## src/rtl/bootLdrPkg.sv

```systemverilog
package bootLdrPkg;
  typedef enum logic [1:0] {ST_IDLE, ST_READ, ST_NEXT, ST_DONE} bootState_e;

  typedef struct packed {
    logic start;
    logic capture;
    logic writeWord;
  } bootStrobe_t;
endpackage

```

## src/rtl/bootLdrCtl.sv

```systemverilog
module bootLdrCtl
  import bootLdrPkg::*;
#(
  parameter int WAITW = 3
) (
  input  logic             clk,
  input  logic             rstN,
  input  logic             mapSel,
  input  logic             ctlWe,
  input  logic             ctlForce,
  input  logic [WAITW-1:0] ctlWait,
  input  logic             wordFull,
  input  logic             lastWord,
  output bootStrobe_t      strb,
  output logic             bootSel,
  output logic             bootRd,
  output logic             bootDone,
  output logic             coreStall,
  output logic             forceBit
);
  localparam logic [WAITW-1:0] WAIT_RESET = {WAITW{1'b1}};

  bootState_e       state, stateNext;
  logic [WAITW-1:0] waitReg, waitCnt;
  logic             autoReq, forceReg, startReq, loadCnt;

  assign startReq = (autoReq & ~mapSel) | forceReg;

  always_comb begin
    stateNext = state;
    strb      = '0;
    loadCnt   = 1'b0;
    unique case (state)
      ST_IDLE: if (startReq) begin
        strb.start = 1'b1;
        loadCnt    = 1'b1;
        stateNext  = ST_READ;
      end
      ST_READ: if (waitCnt == '0) begin
        strb.capture = 1'b1;
        stateNext    = ST_NEXT;
      end
      ST_NEXT: begin
        strb.writeWord = wordFull;
        if (wordFull && lastWord) stateNext = ST_DONE;
        else begin
          loadCnt   = 1'b1;
          stateNext = ST_READ;
        end
      end
      ST_DONE: stateNext = ST_IDLE;
      default: stateNext = ST_IDLE;
    endcase
  end

  always_ff @(posedge clk) begin
    if (!rstN) begin
      state    <= ST_IDLE;
      waitReg  <= WAIT_RESET;
      waitCnt  <= '0;
      autoReq  <= 1'b1;
      forceReg <= 1'b0;
    end else begin
      state   <= stateNext;
      autoReq <= 1'b0;
      if (ctlWe) waitReg <= ctlWait;
      if (loadCnt) waitCnt <= waitReg;
      else if (state == ST_READ && waitCnt != '0) waitCnt <= waitCnt - 1'b1;
      if (state == ST_DONE) forceReg <= 1'b0;
      else if (ctlWe && ctlForce) forceReg <= 1'b1;
    end
  end

  assign bootSel   = (state == ST_READ);
  assign bootRd    = (state == ST_READ);
  assign bootDone  = (state == ST_DONE);
  assign forceBit  = forceReg;
  assign coreStall = (state == ST_READ) || (state == ST_NEXT) ||
                     ((state == ST_IDLE) && startReq);

  AST_DONE_ONE_CYCLE: assert property (@(posedge clk) disable iff (!rstN)
    bootDone |=> !bootDone);
  AST_FORCE_CLEARED: assert property (@(posedge clk) disable iff (!rstN)
    bootDone |=> !forceBit);
  AST_NO_STALL_AT_DONE: assert property (@(posedge clk) disable iff (!rstN)
    bootDone |-> !coreStall);
  AST_WAIT_BOUND: assert property (@(posedge clk) disable iff (!rstN)
    (bootRd && $past(bootRd)) |-> (waitCnt < $past(waitCnt)));
endmodule

```

## src/rtl/bootLdrDp.sv

```systemverilog
module bootLdrDp
  import bootLdrPkg::*;
#(
  parameter int WORDS = 2048,
  parameter int PAGEW = 3,
  parameter int OFFW  = 13,
  parameter int HIW   = 2,
  parameter int BYTEW = 8,
  parameter int AW    = (WORDS > 1) ? $clog2(WORDS) : 1
) (
  input  logic                   clk,
  input  logic                   rstN,
  input  logic                   ctlWe,
  input  logic [PAGEW-1:0]       ctlPage,
  input  logic [BYTEW-1:0]       bootData,
  input  bootStrobe_t            strb,
  output logic [PAGEW+OFFW-HIW-1:0] bootAddr,
  output logic [HIW-1:0]         dataHi,
  output logic                   ramWe,
  output logic [AW-1:0]          ramAddr,
  output logic [3*BYTEW-1:0]     ramData,
  output logic                   wordFull,
  output logic                   lastWord
);
  localparam int ADDRW = PAGEW + OFFW;
  localparam int WORDW = 3 * BYTEW;
  localparam logic [AW-1:0] LAST_IDX = AW'(WORDS - 1);

  logic [PAGEW-1:0] pageReg, pageLat;
  logic [OFFW-1:0]  offset;
  logic [1:0]       byteIdx;
  logic [WORDW-1:0] shiftReg;
  logic [AW-1:0]    wordCnt;
  logic [ADDRW-1:0] fullAddr;

  always_ff @(posedge clk) begin
    if (!rstN) begin
      pageReg  <= '0;
      pageLat  <= '0;
      offset   <= '0;
      byteIdx  <= '0;
      shiftReg <= '0;
      wordCnt  <= '0;
      wordFull <= 1'b0;
    end else begin
      if (ctlWe) pageReg <= ctlPage;
      if (strb.start) begin
        pageLat  <= pageReg;
        offset   <= '0;
        byteIdx  <= '0;
        wordCnt  <= '0;
        wordFull <= 1'b0;
      end else if (strb.capture) begin
        shiftReg <= {shiftReg[WORDW-BYTEW-1:0], bootData};
        offset   <= offset + 1'b1;
        byteIdx  <= (byteIdx == 2'd2) ? 2'd0 : byteIdx + 2'd1;
        wordFull <= (byteIdx == 2'd2);
      end else if (strb.writeWord) begin
        wordCnt  <= wordCnt + 1'b1;
        wordFull <= 1'b0;
      end
    end
  end

  assign fullAddr = {pageLat, offset};
  assign bootAddr = fullAddr[ADDRW-HIW-1:0];
  assign dataHi   = fullAddr[ADDRW-1:ADDRW-HIW];
  assign ramWe    = strb.writeWord;
  assign ramAddr  = wordCnt;
  assign ramData  = shiftReg;
  assign lastWord = (wordCnt == LAST_IDX);

  AST_WORD_ALIGNED: assert property (@(posedge clk) disable iff (!rstN)
    ramWe |-> (byteIdx == 2'd0));
  AST_WORD_BOUND: assert property (@(posedge clk) disable iff (!rstN)
    ramWe |-> (int'(ramAddr) < WORDS));
  AST_OFFSET_IN_IMAGE: assert property (@(posedge clk) disable iff (!rstN)
    strb.capture |-> (int'(offset) < 3 * WORDS));
  AST_PAGE_HELD: assert property (@(posedge clk) disable iff (!rstN)
    (!strb.start && $past(!strb.start)) |-> $stable(pageLat));
endmodule

```

## src/rtl/byteBootLoader.sv

```systemverilog
module byteBootLoader
  import bootLdrPkg::*;
#(
  parameter int WORDS = 2048,
  parameter int AW    = (WORDS > 1) ? $clog2(WORDS) : 1
) (
  input  logic          clk,
  input  logic          rstN,
  input  logic          mapSel,
  input  logic          ctlWe,
  input  logic [2:0]    ctlPage,
  input  logic [2:0]    ctlWait,
  input  logic          ctlForce,
  input  logic [7:0]    bootData,
  output logic [13:0]   bootAddr,
  output logic [1:0]    dataHi,
  output logic          bootSel,
  output logic          bootRd,
  output logic          ramWe,
  output logic [AW-1:0] ramAddr,
  output logic [23:0]   ramData,
  output logic          bootDone,
  output logic          coreStall,
  output logic          bootForce
);
  bootStrobe_t strb;
  logic        wordFull, lastWord;

  bootLdrCtl #(.WAITW(3)) uCtl (
    .clk(clk), .rstN(rstN), .mapSel(mapSel), .ctlWe(ctlWe),
    .ctlForce(ctlForce), .ctlWait(ctlWait), .wordFull(wordFull),
    .lastWord(lastWord), .strb(strb), .bootSel(bootSel), .bootRd(bootRd),
    .bootDone(bootDone), .coreStall(coreStall), .forceBit(bootForce)
  );

  bootLdrDp #(.WORDS(WORDS), .PAGEW(3), .OFFW(13), .HIW(2), .BYTEW(8), .AW(AW)) uDp (
    .clk(clk), .rstN(rstN), .ctlWe(ctlWe), .ctlPage(ctlPage),
    .bootData(bootData), .strb(strb), .bootAddr(bootAddr), .dataHi(dataHi),
    .ramWe(ramWe), .ramAddr(ramAddr), .ramData(ramData),
    .wordFull(wordFull), .lastWord(lastWord)
  );

  AST_SEL_STALLS_CORE: assert property (@(posedge clk) disable iff (!rstN)
    bootSel |-> coreStall);
  AST_WRITE_STALLS_CORE: assert property (@(posedge clk) disable iff (!rstN)
    ramWe |-> (coreStall && !bootSel));
endmodule

```

## config.mk

```make
export PLATFORM = sky130hd
export DESIGN_NAME = byteBootLoader
export DESIGN_NICKNAME = d
export VERILOG_FILES = /design/src/rtl/bootLdrPkg.sv /design/src/rtl/bootLdrCtl.sv /design/src/rtl/bootLdrDp.sv /design/src/rtl/byteBootLoader.sv
export SDC_FILE = /design/constraint.sdc
export NUM_CORES = 1
export LEC_CHECK = 0
export BUFFER_PORTS_ARGS = -buffer_cell sky130_fd_sc_hd__buf_2
export CELL_PAD_IN_SITES_DETAIL_PLACEMENT = 0
export CELL_PAD_IN_SITES_GLOBAL_PLACEMENT = 2
export CORE_ASPECT_RATIO = 0.7
export CORE_MARGIN = 1.5
export CORE_UTILIZATION = 30
export CTS_CLUSTER_DIAMETER = 120
export DETAILED_ROUTE_END_ITERATION = 7
export PLACE_DENSITY_LB_ADDON = 0.1
export SETUP_SLACK_MARGIN = 0.1
export SYNTH_ARGS = -nofsm -noshare
export SYNTH_HDL_FRONTEND = slang
export SYNTH_SLANG_ARGS = --single-unit
```

## constraint.sdc

```tcl
create_clock -name clk -period 3 [get_ports clk]
set_input_delay 0.45 -clock clk [delete_from_list [all_inputs] [get_ports clk]]
set_output_delay 0.45 -clock clk [all_outputs]
set_load 0.03 [all_outputs]
```

Word-level counts from Yosys, hierarchy flattened

Cells that the tools add are included.

Bits in registers: 67
Output and inout port bits: 57
Word-level logic and storage cells: 62

Add/subtract/negate cells: 4
Equal/unequal tests: 7
Multiplexer cells: 17
Bitwise gates (word level): 6
Reduce and logical (&&, ||, !) cells: 16

Operators with widths:

| cell                    | count |
|---|---|
| $add A13 B1 Y13 const B | 1 |
| $add A11 B1 Y11 const B | 1 |
| $eq A11 B11 Y1 const B  | 1 |
| $mux W1                 | 9 |
| $mux W2                 | 4 |
| $pmux W2 S4             | 1 |
| $eq A2 B2 Y1 const B    | 3 |
| $mux W3                 | 2 |
| $reduce_and A2 Y1       | 3 |
| $logic_and A1 B1 Y1     | 4 |
| $ne A2 B1 Y1 const B    | 2 |
| $not A1 Y1              | 4 |
| $reduce_bool A2 Y1      | 2 |
| $reduce_or A2 Y1        | 2 |
| $logic_not A3 Y1        | 1 |
| $reduce_bool A3 Y1      | 1 |
| $sub A3 B1 Y3 const B   | 1 |
| $add A2 B1 Y2 const B   | 1 |
| $eq A2 B1 Y1 const B    | 1 |
| $logic_not A2 Y1        | 1 |
| $logic_or A1 B1 Y1      | 2 |
| $pmux W1 S2             | 1 |
| $and A1 B1 Y1           | 1 |
| $or A1 B1 Y1            | 1 |

Logic depth before layout (Yosys ltp)

Word-level depth: 7
Mapped depth: 8
Depth with buffers taken out: 7

By module

A second synthesis with hierarchy kept.

Cells, all modules: 332
Area total of the unflattened synthesis: 2942.8 um^2

Modules (own cells, without submodules):

| module     | times used | cells each | area an instance (um^2) | seq. area each (um^2) |
|---|---|---|---|---|
| bootLdrDp  | 1          | 270        | 2357.3                  | 1141.1 |
| bootLdrCtl | 1          | 62         | 585.6                   | 200.2 |

Worst setup path after synthesis

Ideal clock, no wire load.

Path type: reg-to-reg
Start: reg uCtl.state[1]
End: reg uDp.wordCnt[10], in the netlist uDp.ramAddr[10]
Library setup time: 71 ps
Arrival: 2248 ps
Slack: 681 ps
Cell stages (with the launch flop): 9
Path buffers: 2
Clock period less this slack: 2319 ps
Path through: dfxtp_1 inv_1 ha_1 and3b_1 buf_6 or4_1 buf_2 or4_1 a21oi_1

Cells in the longest elaborated chain, start to end: 4

RTL lines:

| element                     | RTL line             | text |
|---|---|---|
| start, declared             | bootLdrCtl.sv:23     | `bootState_e state, stateNext;` |
| start signal, assigned      | bootLdrCtl.sv:64     | `state <= stateNext;` |
| $eq A2 B1 Y1                | n/a                  |  |
| net bootRd                  | byteBootLoader.sv:18 | `output logic bootRd,` |
| $mux W1                     | bootLdrCtl.sv:33     | `unique case (state)` |
| $not A1 Y1 (no line)        | n/a                  |  |
| $reduce_and A2 Y1 (no line) | n/a                  |  |
| end signal, assigned        | bootLdrDp.sv:59      | `wordCnt <= wordCnt + 1'b1;` |
| end, declared               | bootLdrDp.sv:33      | `logic [AW-1:0] wordCnt;` |

The timed path passes the listed nets, and every way through them passes these cells.
A chain may end at the register's enable or synchronous reset.

Final worst setup path

Start: reg uCtl.state[1]
End: reg uDp.offset[9]

Cells in the longest elaborated chain, start to end: 3

RTL lines:

| element                    | RTL line         | text |
|---|---|---|
| $logic_not A2 Y1           | bootLdrCtl.sv:33 |  |
| $mux W1                    | bootLdrCtl.sv:33 |  |
| $reduce_or A2 Y1 (no line) | n/a              |  |
| end signal, assigned       | bootLdrDp.sv:55  | `offset <= offset + 1'b1;` |
| end, declared              | bootLdrDp.sv:30  | `logic [OFFW-1:0] offset;` |

Several ways; a longest one is shown, not always the timed one.

==> results.txt <==
In this run the remaining antenna-violating nets after routing total 0. The hold-fix buffer count after cts came out at 0. The maximum cell stage delay along the critical path is about 400 ps.

The detail-routed via count per cell came out at ~4.9. The maximum fanout count along the critical path came out at 33. The sequential area share after synthesis came out at between 40 and 50%. The unique cell type count in the Yosys netlist came out at about 40. The die covers roughly 10000 sq um.

The number of nets handed over by synthesis was 366. The arrival time of the worst setup path is between 2000 and 3000 ps. The routed design could run at a clock period as short as between 2000 and 2500 ps. The global-route usage over all layers is 15.7%. The number of placement rows is 29. The worst slew margin relative to its limit is 51.4%. The share of synthesized registers carrying an async set or reset came out at 0%. The number of ports placed on the die boundary came out at between 70 and 80. At the worst endpoint, the required time is 3260 ps. The die outline width is about 120 microns. The post-cts gate resize count is 0. In this run the most used layer during global routing was met2. The fraction of layout instances using a drive strength above 1 came out at about a quarter. The cell leakage power came out at ~1.5 nW. The number of slew-limit violations in the final report was 0.

STA classifies the critical path startpoint as a flop. Leaving out fill and tap cells, the most frequent cells in the layout are sky130_fd_sc_hd__buf_2 (75), sky130_fd_sc_hd__dfxtp_1 (67), sky130_fd_sc_hd__a21oi_1 (43), sky130_fd_sc_hd__nand3_1 (36), sky130_fd_sc_hd__o21ai_0 (31). The met2 capacity usage during global routing is ~23%.

In this run, synthesis produced a sequential element count of between 60 and 70. The gate count of the mapped netlist is approximately 340. Setup violations remaining at the end of the flow were counted as 0.

In the routed design, unresolved DRC markers number 0. The met3 usage in global routing is between 5 and 6%. The peak supply drop is between 200 and 300 uV.

STA classifies the critical path endpoint as a flop. The run finished with clean final reports. The total length of routed wires came out at roughly 7.6 mm. Leaving out fill and tap cells, the most frequent cell in the layout is sky130_fd_sc_hd__buf_2. The wire length of the first global-routing pass is ~12 mm. The congestion estimate from routability-driven global placement came to 0.739. The repair_antennas step left the layout with diodes totalling 0. The synthesized design contains 0 enable-type register cells.

The post-CTS setup repair buffer count is 0. The wire-length estimate of the detail-placed layout is about 5.1 mm. Entering global routing, the biggest net connects 34 pins. The H-tree depth came out at 3. The critical path is of the flop to flop type. The area growth from synthesis to layout is 26.4%.

Setup repair after global routing left no endpoint under its margin. The standard cell with the maximum stage delay on the critical path is sky130_fd_sc_hd__or3_1. The tool flagged a number of max-cap violations equal to 0. The clock arrives with ~6.3 ps of skew.

The quantity of I/O buffers inserted on ports is 75. TritonCTS built the clock tree. The chip height came out at approximately 85 microns.

For the pin with the worst max-slew slack, the measured transition is approximately 720 ps. After clock tree synthesis, the clock-pin slew on the worst setup and hold paths is ~50 ps. The number of global-route vias before repair is between 2000 and 2500.

The first-iteration detailed-routing DRC count came out at 103. In the synthesized netlist the dominant register cell turns out to be sky130_fd_sc_hd__dfxtp_1. For this configuration, the core starts out at a cell density of between 30% and 40%. Walking the worst path, the cells encountered are inv_1 > ha_1 > and3b_1 > buf_4 > nand4_1 > or3_1 > a21oi_1. The setup total negative slack is 0 ps.

The average size of a mapped cell is approximately 8.5 sq um. The core outline area came out at approximately 9200 sq um. The pre-antenna-repair detailed-routing pass consisted of 4 iterations. The cell type group with the largest total delay on the critical path is simple AND/OR/NAND/NOR gates. The multi-input combinational cell area is 1380 sq um.

The mapped netlist covers 2870 sq um. Dividing total power by cell area gives a power density of slightly below 800 nW/um^2. Registers take between 1000 and 1500 sq um. The via total after detailed routing came out at ~2600. CTS saw between 60 and 70 sinks. The buffer levels on the longest clock path came out at 2. The count of final hold-check violations came out at 0.

The initial antenna violation count is 0. For met1 alone, demand over resource in global routing was 21.2%. The final core utilization came out at between 30% and 40%. The cell at the root of the clock tree is sky130_fd_sc_hd__clkbuf_16. After global routing the overflow that remains totals 0. The clock insertion delay at the later pin of the skew report is approximately 330 ps. The net total in the final layout is 435.

The final critical-path share of the clock period is ~77%. The total number of yosys warnings is 0. The layout has just under 1000 filler cells. The maximum clock rate came out at around 430 MHz.

The min-delay analysis places its worst path in the category input pin to flop. Dividing the detail-routed wire length by the instance count gives 14.2 microns. TritonCTS created 9 clock buffers. The number of buffer and inverter stages on the critical path came out at 2.
==> worst register-to-register path: cells and delay by family, from the launching register on <==
kind	cells	cell delay [ps]
and+or+nand+nor	3	910
buffers and inverters	2	490
adders and majority gates	1	370
AOI/OAI and AO/OA	1	140
DFF	1	330
==> synthesized netlist by cell type, drive strengths merged, types with 3 or more instances <==
library cell  count  share of area, %
dfxtp            67                47
a21oi            43               7.5
nand3            36               6.3
o21ai            32               5.6
nor2             23               3.0
nand2            21               2.7
clkbuf           20               2.6
inv              12               1.6
ha                9               3.9
mux2i             9               3.1
xor2              9               2.7
nand4             7               1.5
or3               7               1.5
xnor2             5               1.5
buf               4              0.96
nor3              4              0.70
nor4              4              0.87
nand3b            3              0.78
==> where the power goes <==
part	leakage (nW)	switching (mW)	internal, mW	total [mW]
registers	0.543	0.0620	0.966	1.03
clock network	0.137	0.375	0.602	0.978
logic	0.838	0.600	0.259	0.859
==> layer usage <==
layer	wire [microns]	up-vias
met5	0	-
met4	94	0
met3	471	8
met2	3230	60
met1	3840	1230
li1	-	1325
==> flip-flops by register name (all words and copies together), names as in the netlist, 2 cells and up <==
| signal | flops |
|---|---|
| uDp.byteIdx | 2 |
| uDp.pageReg | 3 |
| uDp.ramData | 24 |
| uDp.pageLat | 3 |
| uDp.ramAddr | 11 |
| uCtl.waitReg | 3 |
| uDp.offset | 13 |
| uCtl.state | 2 |
| uCtl.waitCnt | 3 |
==> worst paths after layout <==
path / start / to / slack (ps) / cells after the start
hold / removal: ctlWait[2] / uCtl.waitReg[2] / 340 / 3
setup reg to reg: uCtl.state[1] / uDp.offset[9] / 690 / 7
hold reg to reg: uDp.pageLat[0] / uDp.pageLat[0] / 450 / 2
setup / recovery: uCtl.state[1] / uDp.offset[9] / 690 / 7
==> through the flow <==
step | power (mW) | cells | hold slack (ps) | cell area, sq um | worst slack, ps
floorplan | 1.67 | 338 | 431 | 2870 | 681
global placement | 1.90 | 520 | 446 | 3350 | 789
detailed placement | 1.91 | 520 | 448 | 3350 | 717
CTS | 2.91 | 536 | 329 | 3630 | 704
global route | 3.04 | 536 | 342 | 3630 | 487
finish | 2.87 | 536 | 338 | 3630 | 686
==> cell families after synthesis <==
group / after synthesis / share of synthesized area, %
fa+ha+maj: 9 / 3.93
flops: 67 / 46.8
mux: 9 / 3.14
buf+inv: 36 / 5.15
compound gates: 85 / 16.0
xor+xnor: 14 / 4.27
simple gates: 118 / 20.8
==> area by class of cell <==
type	count	share of cell area (%)
clock inverter	2	0.276
tap	124	4.28
timing repair buffer	82	11.8
inverter	12	1.24
clock buffer	14	7.28
sequential	67	37.0
multi-input combinational	235	38.2
Power figures use the tool's default switching activity.
